## config.mk

```make
export PLATFORM = sky130hd
export DESIGN_NAME = wb_mailbox
export DESIGN_NICKNAME = d
export VERILOG_FILES = /design/src/rtl/mbx_pkg.sv /design/src/rtl/mbx_fifo.sv /design/src/rtl/mbx_decode.sv /design/src/rtl/wb_mailbox.sv
export SDC_FILE = /design/constraint.sdc
export NUM_CORES = 1
export LEC_CHECK = 0
export CORE_AREA = 2 2 158 160
export CTS_BUF_LIST = sky130_fd_sc_hd__clkbuf_16
export DETAILED_ROUTE_END_ITERATION = 10
export DIE_AREA = 0 0 160 162
export DONT_BUFFER_PORTS = 1
export PLACE_DENSITY = 0.76
export SYNTH_ARGS = -nofsm -noshare
export SYNTH_HDL_FRONTEND = slang
export SYNTH_SLANG_ARGS = --single-unit
```

## constraint.sdc

```tcl
create_clock -name clk -period 10.2 [get_ports clk]
set_clock_uncertainty 0.15 [all_clocks]
set_input_delay 1.53 -clock clk [delete_from_list [all_inputs] [get_ports clk]]
set_output_delay 1.53 -clock clk [all_outputs]
set_load 0.02 [all_outputs]
```

## src/rtl/mbx_pkg.sv

```systemverilog
package mbx_pkg;
  localparam logic [7:0] ADR_TX   = 8'h00;
  localparam logic [7:0] ADR_RX   = 8'h01;
  localparam logic [7:0] ADR_STAT = 8'h02;

  typedef enum logic [2:0] {
    TGT_TX, TGT_RX, TGT_STAT, TGT_RF, TGT_NONE
  } tgt_e;

  // status byte layout, lowest bit first: tx full, tx empty, rx full, rx empty
  function automatic logic [7:0] status_byte(input logic tx_full, input logic tx_empty,
                                             input logic rx_full, input logic rx_empty);
    return {4'b0000, rx_empty, rx_full, tx_empty, tx_full};
  endfunction
endpackage

```

## src/rtl/mbx_fifo.sv

```systemverilog
module mbx_fifo #(
  parameter int W     = 8,
  parameter int DEPTH = 16
) (
  input  logic         clk,
  input  logic         rst,
  input  logic         push,
  input  logic [W-1:0] din,
  input  logic         pop,
  output logic [W-1:0] dout,
  output logic         full,
  output logic         empty
);
  localparam int AW = (DEPTH > 1) ? $clog2(DEPTH) : 1;
  localparam int CW = $clog2(DEPTH + 1);

  function automatic logic [AW-1:0] ptr_inc(input logic [AW-1:0] p);
    return (p == AW'(DEPTH - 1)) ? '0 : p + 1'b1;
  endfunction

  logic [W-1:0]  mem [DEPTH];
  logic [AW-1:0] wr_ptr, rd_ptr;
  logic [CW-1:0] count;
  logic          do_push, do_pop;

  assign full    = (count == CW'(DEPTH));
  assign empty   = (count == '0);
  assign do_push = push && !full;
  assign do_pop  = pop && !empty;
  assign dout    = mem[rd_ptr];

  always_ff @(posedge clk) begin
    if (do_push) mem[wr_ptr] <= din;
  end

  always_ff @(posedge clk) begin
    if (rst) begin
      wr_ptr <= '0;
      rd_ptr <= '0;
      count  <= '0;
    end else begin
      if (do_push) wr_ptr <= ptr_inc(wr_ptr);
      if (do_pop)  rd_ptr <= ptr_inc(rd_ptr);
      case ({do_push, do_pop})
        2'b10:   count <= count + 1'b1;
        2'b01:   count <= count - 1'b1;
        default: count <= count;
      endcase
    end
  end

  p_count_bound_r9: assert property (@(posedge clk) disable iff (rst)
    count <= CW'(DEPTH));
  p_full_drop_r9: assert property (@(posedge clk) disable iff (rst)
    (push && full && !pop) |=> (full && $stable(wr_ptr)));
  p_empty_drop_r9: assert property (@(posedge clk) disable iff (rst)
    (pop && empty && !push) |=> (empty && $stable(rd_ptr)));
endmodule

```

## src/rtl/mbx_decode.sv

```systemverilog
module mbx_decode
  import mbx_pkg::*;
(
  input  logic [7:0] adr,
  output tgt_e       tgt
);
  always_comb begin
    if (adr[7])                tgt = TGT_RF;
    else if (adr == ADR_TX)    tgt = TGT_TX;
    else if (adr == ADR_RX)    tgt = TGT_RX;
    else if (adr == ADR_STAT)  tgt = TGT_STAT;
    else                       tgt = TGT_NONE;
  end
endmodule

```

## src/rtl/wb_mailbox.sv

```systemverilog
module wb_mailbox
  import mbx_pkg::*;
#(
  parameter int DEPTH = 16
) (
  input  logic       clk,
  input  logic       rst,
  input  logic       stb_i,
  input  logic       we_i,
  input  logic [7:0] adr_i,
  input  logic [7:0] dat_i,
  output logic       ack_o,
  output logic [7:0] dat_o,
  input  logic       cp_tx_pop,
  output logic [7:0] cp_tx_data,
  output logic       cp_tx_valid,
  input  logic       cp_rx_push,
  input  logic [7:0] cp_rx_data,
  output logic       cp_rx_ready,
  output logic [6:0] rf_addr,
  output logic       rf_we,
  output logic [7:0] rf_wdata,
  input  logic [7:0] rf_rdata
);
  tgt_e       tgt;
  logic       accept, wr_acc, rd_acc;
  logic       tx_push, rx_pop;
  logic       tx_full, tx_empty, rx_full, rx_empty;
  logic [7:0] rx_dout, rd_val;

  mbx_decode u_dec (.adr(adr_i), .tgt(tgt));

  assign accept  = stb_i && !ack_o;
  assign wr_acc  = accept && we_i;
  assign rd_acc  = accept && !we_i;
  assign tx_push = wr_acc && (tgt == TGT_TX);
  assign rx_pop  = rd_acc && (tgt == TGT_RX);

  mbx_fifo #(.W(8), .DEPTH(DEPTH)) u_tx (
    .clk(clk), .rst(rst), .push(tx_push), .din(dat_i), .pop(cp_tx_pop),
    .dout(cp_tx_data), .full(tx_full), .empty(tx_empty));

  mbx_fifo #(.W(8), .DEPTH(DEPTH)) u_rx (
    .clk(clk), .rst(rst), .push(cp_rx_push), .din(cp_rx_data), .pop(rx_pop),
    .dout(rx_dout), .full(rx_full), .empty(rx_empty));

  assign cp_tx_valid = !tx_empty;
  assign cp_rx_ready = !rx_full;
  assign rf_addr     = adr_i[6:0];
  assign rf_wdata    = dat_i;
  assign rf_we       = wr_acc && (tgt == TGT_RF);

  always_comb begin
    case (tgt)
      TGT_RX:   rd_val = rx_empty ? 8'h00 : rx_dout;
      TGT_STAT: rd_val = status_byte(tx_full, tx_empty, rx_full, rx_empty);
      TGT_RF:   rd_val = rf_rdata;
      default:  rd_val = 8'h00;
    endcase
  end

  always_ff @(posedge clk) begin
    if (rst) begin
      ack_o <= 1'b0;
      dat_o <= 8'h00;
    end else begin
      ack_o <= accept;
      if (accept) dat_o <= rd_acc ? rd_val : 8'h00;
    end
  end

  p_ack_pulse_r1: assert property (@(posedge clk) disable iff (rst)
    ack_o |=> !ack_o);
  p_ack_cause_r1: assert property (@(posedge clk) disable iff (rst)
    ack_o |-> $past(stb_i));
  p_empty_read_zero_r5: assert property (@(posedge clk) disable iff (rst)
    (rx_pop && rx_empty) |=> (dat_o == 8'h00 && rx_empty));
  p_rf_write_window_r7: assert property (@(posedge clk) disable iff (rst)
    rf_we |-> (stb_i && we_i && adr_i[7] && !ack_o));
  p_no_stray_push_r8: assert property (@(posedge clk) disable iff (rst)
    (wr_acc && tgt != TGT_TX && !cp_tx_pop) |=> $stable(tx_empty) && $stable(tx_full));
endmodule

```

==> metrics list, run 1 <==
* Std cell rows: 57
* CTS root buf: sky130_fd_sc_hd__clkbuf_16
- Mean number of vias per cell: 6.082
- Number of nets with antenna violations after detailed routing: 0
- Worst IR Drop VDD: 0.1490 mV
* Share of Yosys cell area claimed by the top area cell type: 63.16%
- The number of nets in the synthesized netlist is 742.
- The completed layout was analyzed and its total power is 2.372 mW.
- The congestion estimate from routability-driven global placement came to 0.8400.
- Number of violations reported at the end of detailed-routing iteration 0: 638
- Standard cell area after detailed placement: 12380 µm²
* CTS Hold Buffers Added: 0
- Area of the core: 24110 µm²
- Endpoints failing hold: 0
- Distinct cells, synth: 51
- Num CTS Buffers: 30
* Data arrival time of the critical path: 2.89 ns
* Number of pins exceeding their max-slew limit in the final report: 0
- Summed over all layers, the routed wires come to 24700 µm.
- Routed wirelength normalized by instance count: 24.07 µm
* Remaining routing DRC violations: 0
- Fraction of registers with async set or reset after synthesis: 0%
* DIE AREA: 25920 µm²
- Finished Cell Area: 13290 µm²
- The net count of the finished layout is 732.
* Fill cell instance count of the final layout: 1868
- Gate count after technology mapping: 688
- The share of the Yosys chip area taken by registers is 70.23%.
* Via count of the first global-routing pass: 6199
- From bottom edge to top edge, the die measures 162 µm.
- Warnings, synthesis: 0
- The synthesized netlist occupies a cell area of 12170 µm².
* Fraction of layout cells with a size suffix above 1: 21.86%
- Counting flops and latches in the post-synthesis netlist gives 299.
* Worst-path fanout max: 32
* Outcome: finished clean
- Avg Inst Size Synth: 17.69 µm²
- Of the available clock period, the critical path in the final layout requires 44.82%.
* Maximum buffer depth of the clock tree: 3
- The worst register-to-register path has a setup slack of 6.81 ns.
- Setup_tns: 0 ns
* Worst Setup Start Kind: flip-flop
* Vias post-DR: 6240
- Number of gates resized after CTS: 0
- TritonCTS built the clock tree.
* I/O pins: 73
* Count of non-filler cells in the finished layout: 1026
- CTS built an H-tree with a depth of 1.
* Highest-delay cell along the critical path: sky130_fd_sc_hd__dfxtp_2
- Top cell type by total area after synthesis: sky130_fd_sc_hd__edfxtp_1
- Largest net degree at the start of global routing: 38
* Skew-Pair Late Insertion Delay: 0.56 ns
- The worst setup path is captured at a primary output.
- Power per standard cell area: 178.5 nW/µm²
- Max-slew headroom: 12.15%
- For this design the static power due to leakage is 4.126 nW.
* Number of placed instances, taps included: 970
- Setup violations remaining at the end of the flow were counted as 0.
* Chain of cells forming the critical path: mux4_2, mux4_2
- For the pin with the worst max-slew slack, the measured transition is 1.308 ns.
- RSZ-0062 raised after global routing: false
- From left edge to right edge, the die measures 160 µm.
* Layout area overhead: 9.200%
* Max cap viols: 0
- Count of flip-flops with a built-in enable after synthesis: 256
- CTS saw 299 sinks.
* Worst stage delay on the critical path: 1.11 ns
- Min Clock Period, post-route: 4.572 ns
- The initial antenna violation count came to 1.
* First-pass GRT wire length: 37460 µm
- The setup path with the least slack is of type reg2out.
- For this configuration, the core starts out at a cell density of 50.49%.
- Top post-synthesis cells by area: sky130_fd_sc_hd__edfxtp_1 63%, sky130_fd_sc_hd__mux4_2 13%, sky130_fd_sc_hd__dfxtp_1 7.1%, sky130_fd_sc_hd__mux2_2 1.7%, sky130_fd_sc_hd__nor2_1 1.7%
- Clk slew on worst S/H paths: 0.06 ns
* GRT Total Usage: 19.22%
- For this run, the top clock speed supported by timing is 218.7 MHz.
- The tightest min-delay check is of the reg2reg type.
* Data required time of the worst path: 8.52 ns
- Summed over all layers, the global routing overflow is 0.
- Buffers inserted by post-CTS timing repair: 0
* Most common cell type on the critical path: sky130_fd_sc_hd__mux4_2
- Synth Flop Type: sky130_fd_sc_hd__edfxtp_1
* Drt first pass iters: 5
- Estimated wirelength of the detail-placed design: 15850 µm
- Buffers added on ports: 0
==> flip-flops by register name (all words and copies together), names as in the netlist, named ones only <==
register and cells:
ack_o 1, dat_o 8, u_rx.count 5, u_rx.mem 128
u_rx.rd_ptr 4, u_rx.wr_ptr 4, u_tx.count 5, u_tx.mem 128
u_tx.rd_ptr 4, u_tx.wr_ptr 4
==> final timing paths <==
kind / from / endpoint / depth (start not counted)
max: flip-flop / cp_tx_data[2] / 2
min: u_rx.rd_ptr[3]$_SDFFE_PP0N_ / u_rx.rd_ptr[3]$_SDFFE_PP0N_ / 2
max reg2reg: ack_o$_SDFF_PP0_ / u_tx.count[4]$_SDFFE_PP0P_ / 12
min reg2reg: u_rx.rd_ptr[3]$_SDFFE_PP0N_ / u_rx.rd_ptr[3]$_SDFFE_PP0N_ / 2
==> metrics by stage <==
step	worst slack, ns	util [%]	hold slack (ns)
6_report	5.628	55.14	0.3543
5_1_grt	5.445	55.13	0.3944
4_1_cts	5.545	55.12	0.3578
3_5_place_dp	5.654	51.35	0.3424
3_3_place_gp	5.703	51.35	0.3330
2_1_floorplan	5.742	-	0.3224
==> layer usage <==
layer / wire [µm] / vias up / track usage (%)
met1: 9722 / 3170 / 26.42
met5: 0 / - / 0
met3: 2364 / 55 / 4.877
met4: 669 / 0 / 5.897
li1: - / 2697 / -
met2: 11940 / 318 / 30.76
==> final cells by class <==
type                    instances  area, µm²  share of cell area, %
clock buffers                  30      750.7                  5.648
well taps                     324      405.4                  3.050
repair buffers                  6      45.04                 0.3389
inverters                      11      43.79                 0.3295
flip-flops and latches        299       8552                  64.34
diodes                          2      5.005                0.03765
clock inverters                24      156.4                  1.177
multi-input cells             330       3333                  25.08
==> report_power, final <==
group	total [mW]	switching, mW	internal [mW]
combinational	0.0327	0.0189	0.0138
clock	1.00	0.441	0.560
sequential	1.34	0.00532	1.33
==> logic make-up (layout without fill, tap and decap cells) <==
group	count (synthesis)	in the layout	share of synthesized area (%)
flip-flops	299	299	70.23
AND/OR/NAND/NOR	133	133	5.253
multiplexers	98	98	15.65
AO/OA/AOI/OAI	70	70	3.865
buffers and inverters	59	71	2.426
adder cells (fa/ha/maj)	16	16	1.645
XOR/XNOR	13	13	0.9355
other	0	2	0
==> cells in the final DEF (no fill, tap or decap), types with 3 or more instances in the layout <==
cell type and instances:
sky130_fd_sc_hd__buf_4 6, sky130_fd_sc_hd__clkinv_2 4, sky130_fd_sc_hd__a21oi_1 24, sky130_fd_sc_hd__a31oi_1 7, sky130_fd_sc_hd__a221oi_1 4, sky130_fd_sc_hd__nand3b_1 3, sky130_fd_sc_hd__mux2i_1 8, sky130_fd_sc_hd__o21ai_0 12
sky130_fd_sc_hd__nor3_1 13, sky130_fd_sc_hd__xor2_1 11, sky130_fd_sc_hd__nand2b_1 5, sky130_fd_sc_hd__dfxtp_1 40, sky130_fd_sc_hd__nand3_1 3, sky130_fd_sc_hd__a22oi_1 4, sky130_fd_sc_hd__mux4_2 72, sky130_fd_sc_hd__edfxtp_1 256
sky130_fd_sc_hd__a21o_1 4, sky130_fd_sc_hd__inv_6 3, sky130_fd_sc_hd__a222oi_1 4, sky130_fd_sc_hd__clkinv_1 4, sky130_fd_sc_hd__nand2_1 31, sky130_fd_sc_hd__inv_1 19, sky130_fd_sc_hd__a211oi_1 4, sky130_fd_sc_hd__nor2_1 54
sky130_fd_sc_hd__mux2_2 18, sky130_fd_sc_hd__or3_1 4, sky130_fd_sc_hd__dfxtp_2 3, sky130_fd_sc_hd__clkbuf_16 30, sky130_fd_sc_hd__nor4_1 3, sky130_fd_sc_hd__ha_1 16
==> worst max-delay path, delay by kind of cell, from the launching register on <==
family,cells,cell delay (ns)
mux,2,1.23
flops,1,1.11
==> cell usage after synthesis, types with 2 or more instances <==
cell type	instances
sky130_fd_sc_hd__edfxtp_1	256
sky130_fd_sc_hd__mux4_2	72
sky130_fd_sc_hd__nor2_1	54
sky130_fd_sc_hd__dfxtp_1	43
sky130_fd_sc_hd__nand2_1	31
sky130_fd_sc_hd__a21oi_1	24
sky130_fd_sc_hd__clkbuf_1	18
sky130_fd_sc_hd__mux2_2	18
sky130_fd_sc_hd__ha_1	16
sky130_fd_sc_hd__buf_4	15
sky130_fd_sc_hd__nor3_1	14
sky130_fd_sc_hd__o21ai_0	12
sky130_fd_sc_hd__xor2_1	11
sky130_fd_sc_hd__inv_1	10
sky130_fd_sc_hd__buf_1	8
sky130_fd_sc_hd__mux2i_1	8
sky130_fd_sc_hd__a31oi_1	7
sky130_fd_sc_hd__buf_2	6
sky130_fd_sc_hd__nand2b_1	5
sky130_fd_sc_hd__a211oi_1	4
sky130_fd_sc_hd__a21o_1	4
sky130_fd_sc_hd__a221oi_1	4
sky130_fd_sc_hd__a222oi_1	4
sky130_fd_sc_hd__a22oi_1	4
sky130_fd_sc_hd__or3_1	4
sky130_fd_sc_hd__nand3_1	3
sky130_fd_sc_hd__nand3b_1	3
sky130_fd_sc_hd__nor4_1	3
sky130_fd_sc_hd__nor2b_1	2
sky130_fd_sc_hd__or3b_2	2
sky130_fd_sc_hd__or4_1	2
sky130_fd_sc_hd__xnor2_1	2
(Power assumes the default switching activity.)
==> run 2, diff against run 1 <==
--- a/config.mk
+++ b/config.mk
@@ -10,7 +10,7 @@
 export DETAILED_ROUTE_END_ITERATION = 10
 export DIE_AREA = 0 0 160 162
 export DONT_BUFFER_PORTS = 1
-export PLACE_DENSITY = 0.76
+export PLACE_DENSITY = 0.79
 export SYNTH_ARGS = -nofsm -noshare
 export SYNTH_HDL_FRONTEND = slang
 export SYNTH_SLANG_ARGS = --single-unit
==> constraint.sdc (replaced) <==
create_clock -name clk -period 3.7 [get_ports clk]
set_clock_uncertainty 0.15 [all_clocks]
set_input_delay 0.555 -clock clk [delete_from_list [all_inputs] [get_ports clk]]
set_output_delay 0.555 -clock clk [all_outputs]
set_load 0.02 [all_outputs]
==> run 2 against run 1 <==
- sequential power rose to 2.8 times the previous value
- non-clock buffer count up 38
- register-to-register slack worse by 6.4 ns
- total power rose to 2.8 times the previous value
==> metrics list, run 2 (synthesized netlist as in run 1, its figures left out) <==
- The peak fanout along the critical path was 10 (was 32).
- Registers with the most flip-flops: u_rx.mem: 128 flops, u_tx.mem: 128 flops, dat_o: 8 flops (unchanged).
- The detailed placement HPWL is 16540 µm (was 15850 µm).
- The final core area utilization was 56.64% (was 55.14%).
- The number of setup violations in the final report is 0 (unchanged).
* Min-Delay Path Depth: 2 (unchanged)
- Residual overflow from global routing: 0 (unchanged)
- The power density over the cells is 489.0 nW/µm² (was 178.5 nW/µm²).
- The largest vdd supply drop is 0.5637 mV (was 0.1490 mV).
* Finished Cell Area: 13650 µm² (was 13290 µm²)
- The worst hold endpoint is u_rx.count[3]$_SDFFE_PP0P_ (was u_rx.rd_ptr[3]$_SDFFE_PP0N_).
* Leak pwr: 4.343 nW (was 4.126 nW)
- After layout, the worst path uses 89.18% of the clock period.
- Number of gates resized after CTS: 0 (unchanged)
- The multi-input gate area in the final layout was 3328 µm² (was 3333 µm²).
- CTS root buf: sky130_fd_sc_hd__clkbuf_16 (unchanged)
- Num CTS Buffers: 30 (unchanged)
- The clock sink count came to 299 (unchanged).
- CTS tree: built (unchanged)
- Largest net degree at the start of global routing: 34 (was 38)
- RSZ-0062 raised after global routing: false (unchanged).
- The count of maximum capacitance violations is 0 (unchanged).
* Fill cell instance count of the final layout: 1786 (was 1868)
- The end of the worst register-to-register path is u_rx.count[4]$_SDFFE_PP0P_ (was u_tx.count[4]$_SDFFE_PP0P_).
* Vias post-DR: 6318 (was 6240)
- The hold path startpoint was rst (was u_rx.rd_ptr[3]$_SDFFE_PP0N_).
* Total power of the final layout: 6.677 mW (was 2.372 mW)
* Std cell rows: 57 (unchanged)
- Horiz. Die Dim: 160 µm (unchanged)
- Chain of cells forming the critical path: nor4_2, a21boi_2, inv_1, ha_1, xor2_1, ha_1, or3b_2, a21oi_1, o21ai_0, xnor2_1, nor2_1 (was mux4_2, mux4_2)
* Routed wirelength normalized by instance count: 23.65 µm (was 24.07 µm)
- The starting density of the core is 50.49% (unchanged).
- Number of nets with antenna violations after detailed routing: 0 (unchanged)
- DIE HEIGHT: 162 µm (unchanged)
- The post-CTS setup buffer count is 0 (unchanged).
* Area of the core: 24110 µm² (unchanged)
* Setup Crit Path Kind: reg2reg (was reg2out)
* Most used cells in the layout excluding fill and tap cells: 256 x sky130_fd_sc_hd__edfxtp_1, 72 x sky130_fd_sc_hd__mux4_2, 54 x sky130_fd_sc_hd__nor2_1, 41 x sky130_fd_sc_hd__dfxtp_1, 31 x sky130_fd_sc_hd__nand2_1 (was 256 x sky130_fd_sc_hd__edfxtp_1, 72 x sky130_fd_sc_hd__mux4_2, 54 x sky130_fd_sc_hd__nor2_1, 40 x sky130_fd_sc_hd__dfxtp_1, 31 x sky130_fd_sc_hd__nand2_1)
- Setup_tns: 0 ns (unchanged)
* Data required time of the worst path: 4.00 ns (was 8.52 ns)
- The area growth from synthesis to final layout is 12.17% (was 9.200%).
* Layout Nets: 770 (was 732)
- The first-iteration detailed-routing DRC count came to 795 (was 638).
- Counting I/O delays and the setup requirement, the final critical path takes 3.300 ns.
* Highest-delay cell along the critical path: sky130_fd_sc_hd__nor4_2 (was sky130_fd_sc_hd__dfxtp_2)
* Worst Setup Start Kind: flip-flop (unchanged)
- First-pass GRT wire length: 38040 µm (was 37460 µm)
- Worst stage delay on the critical path: 0.61 ns (was 1.11 ns)
- CTS Hold Buffers Added: 17 (was 0)
* Upper clock frequency limit: 303.1 MHz
- The number of hold violations in the final report was 0 (unchanged).
* Worst hold path type: in2reg (was reg2reg)
- The detailed-route vias per instance is 5.932 (was 6.082).
* Buffers added on ports: 0 (unchanged)
- Routed wire length: 25190 µm (was 24700 µm)
* DIE AREA: 25920 µm² (unchanged)
* Startpoint of the worst register-to-register path: u_rx.count[2]$_SDFFE_PP0P_ (was ack_o$_SDFF_PP0_)
- The worst reg2reg path depth is 11 (was 12).
* Data arrival time of the critical path: 3.60 ns (was 2.89 ns)
- The most frequent standard cell in the layout excluding fill and tap cells is sky130_fd_sc_hd__edfxtp_1 (unchanged).
- Endpoint kind of the worst setup timing path: flip-flop (was primary output)
- The global placer's final weighted congestion is 0.8206 (was 0.8400).
- Flop2flop setup slack: 0.40 ns (was 6.81 ns)
- Htree depth: 1 (unchanged)
- The number of I/O pins was 73 (unchanged).
- Antenna violations before repair: 2 (was 1)
* Measured slew at the worst slew-check pin: 0.9266 ns (was 1.308 ns)
* GRT Total Usage: 19.45% (was 19.22%)
- Count of non-filler cells in the finished layout: 1065 (was 1026)
- The clock transition at the registers of the reported paths came to 0.06 ns (about the same).
* Remaining routing DRC violations: 0 (unchanged)
* Number of pins exceeding their max-slew limit in the final report: 0 (unchanged)
- The via count of the first global-routing pass is 6421 (was 6199).
- The cell area reported after detailed placement is 12540 µm² (was 12380 µm²).
* Skew-Pair Late Insertion Delay: 0.56 ns (about the same)
- The worst slew margin relative to its limit came to 38.00% (was 12.15%).
- Outcome: finished clean (unchanged).
- Most common cell type on the critical path: sky130_fd_sc_hd__ha_1 (was sky130_fd_sc_hd__mux4_2)
- The instance count after placement with tap cells included came to 991 (was 970).
- The share of layout cells above drive strength 1 was 22.97% (was 21.86%).
* Maximum buffer depth of the clock tree: 3 (unchanged)
- Drt first pass iters: 6 (was 5)
* Sequential cell area in the final layout: 8551 µm² (was 8552 µm²)
-- run 2: where the power goes --
| group | total [mW] | switching [mW] | internal [mW] |
|---|---|---|---|
| sequential | 3.69 | 0.0135 | 3.67 |
| combinational | 0.151 | 0.0984 | 0.0525 |
| clock | 2.84 | 1.23 | 1.61 |
| total | 6.68 | 1.34 | 5.33 |
-- run 2: worst max path at each step --
| stage | from | endpoint | slack (ns) | cells past startpoint |
|---|---|---|---|---|
| final | u_rx.count[2]$_SDFFE_PP0P_ | u_rx.count[4]$_SDFFE_PP0P_ | 0.40 | 11 |
| after CTS | flip-flop | cp_tx_data[6] | 0.37 | 3 |
| after detailed placement | adr_i[1] | u_rx.count[4]$_SDFFE_PP0P_ | 0.30 | 10 |
| after floorplan | adr_i[1] | u_rx.count[4]$_SDFFE_PP0P_ | 0.22 | 11 |
| after global routing | u_tx.count[1]$_SDFFE_PP0P_ | u_tx.count[4]$_SDFFE_PP0P_ | 0.16 | 12 |
| after global placement | adr_i[3] | u_tx.count[4]$_SDFFE_PP0P_ | 0.43 | 12 |
-- run 2: worst max-delay path, delay by kind of cell, from the launching register on --
family                   cells  cell delay [ns]
AO/OA/AOI/OAI                3             0.50
XOR/XNOR                     2             0.26
adder cells (fa/ha/maj)      2             0.63
buffers and inverters        1             0.15
flip-flops                   1             0.40
AND/OR/NAND/NOR              3             1.11
-- run 2: metal layers --
layer	GRT usage, %	part of all wire (%)	vias to the layer above
met5	0	0	-
met1	24.64	40	3223
met4	6.224	2.2	0
met2	33.55	51	277
li1	-	-	2776
met3	4.597	7.3	42
-- run 2: area by class of cell --
class,count,area share [%]
clock inverters,26,1.292
inverters,11,0.3207
multi-input cells,330,24.38
well taps,324,2.969
clock buffers,30,5.499
diodes,1,0.01833
repair buffers,44,2.896
flip-flops and latches,299,62.63
-- run 2: stage by stage --
stage	setup WS [ns]	hold WS, ns
after floorplan	0.2168	0.3224
after CTS	0.3693	0.05021
after global placement	0.4271	0.3305
after global routing	0.1598	0.07066
final	0.4004	0.07640
after detailed placement	0.3043	0.3555
==> run 3, diff against run 2 <==
--- a/config.mk
+++ b/config.mk
@@ -11,6 +11,7 @@
 export DIE_AREA = 0 0 160 162
 export DONT_BUFFER_PORTS = 1
 export PLACE_DENSITY = 0.79
+export SLEW_MARGIN = 20
 export SYNTH_ARGS = -nofsm -noshare
 export SYNTH_HDL_FRONTEND = slang
 export SYNTH_SLANG_ARGS = --single-unit
==> results of run 3 <==
No change in the layout: final DEF, timing and power equal those of run 2.
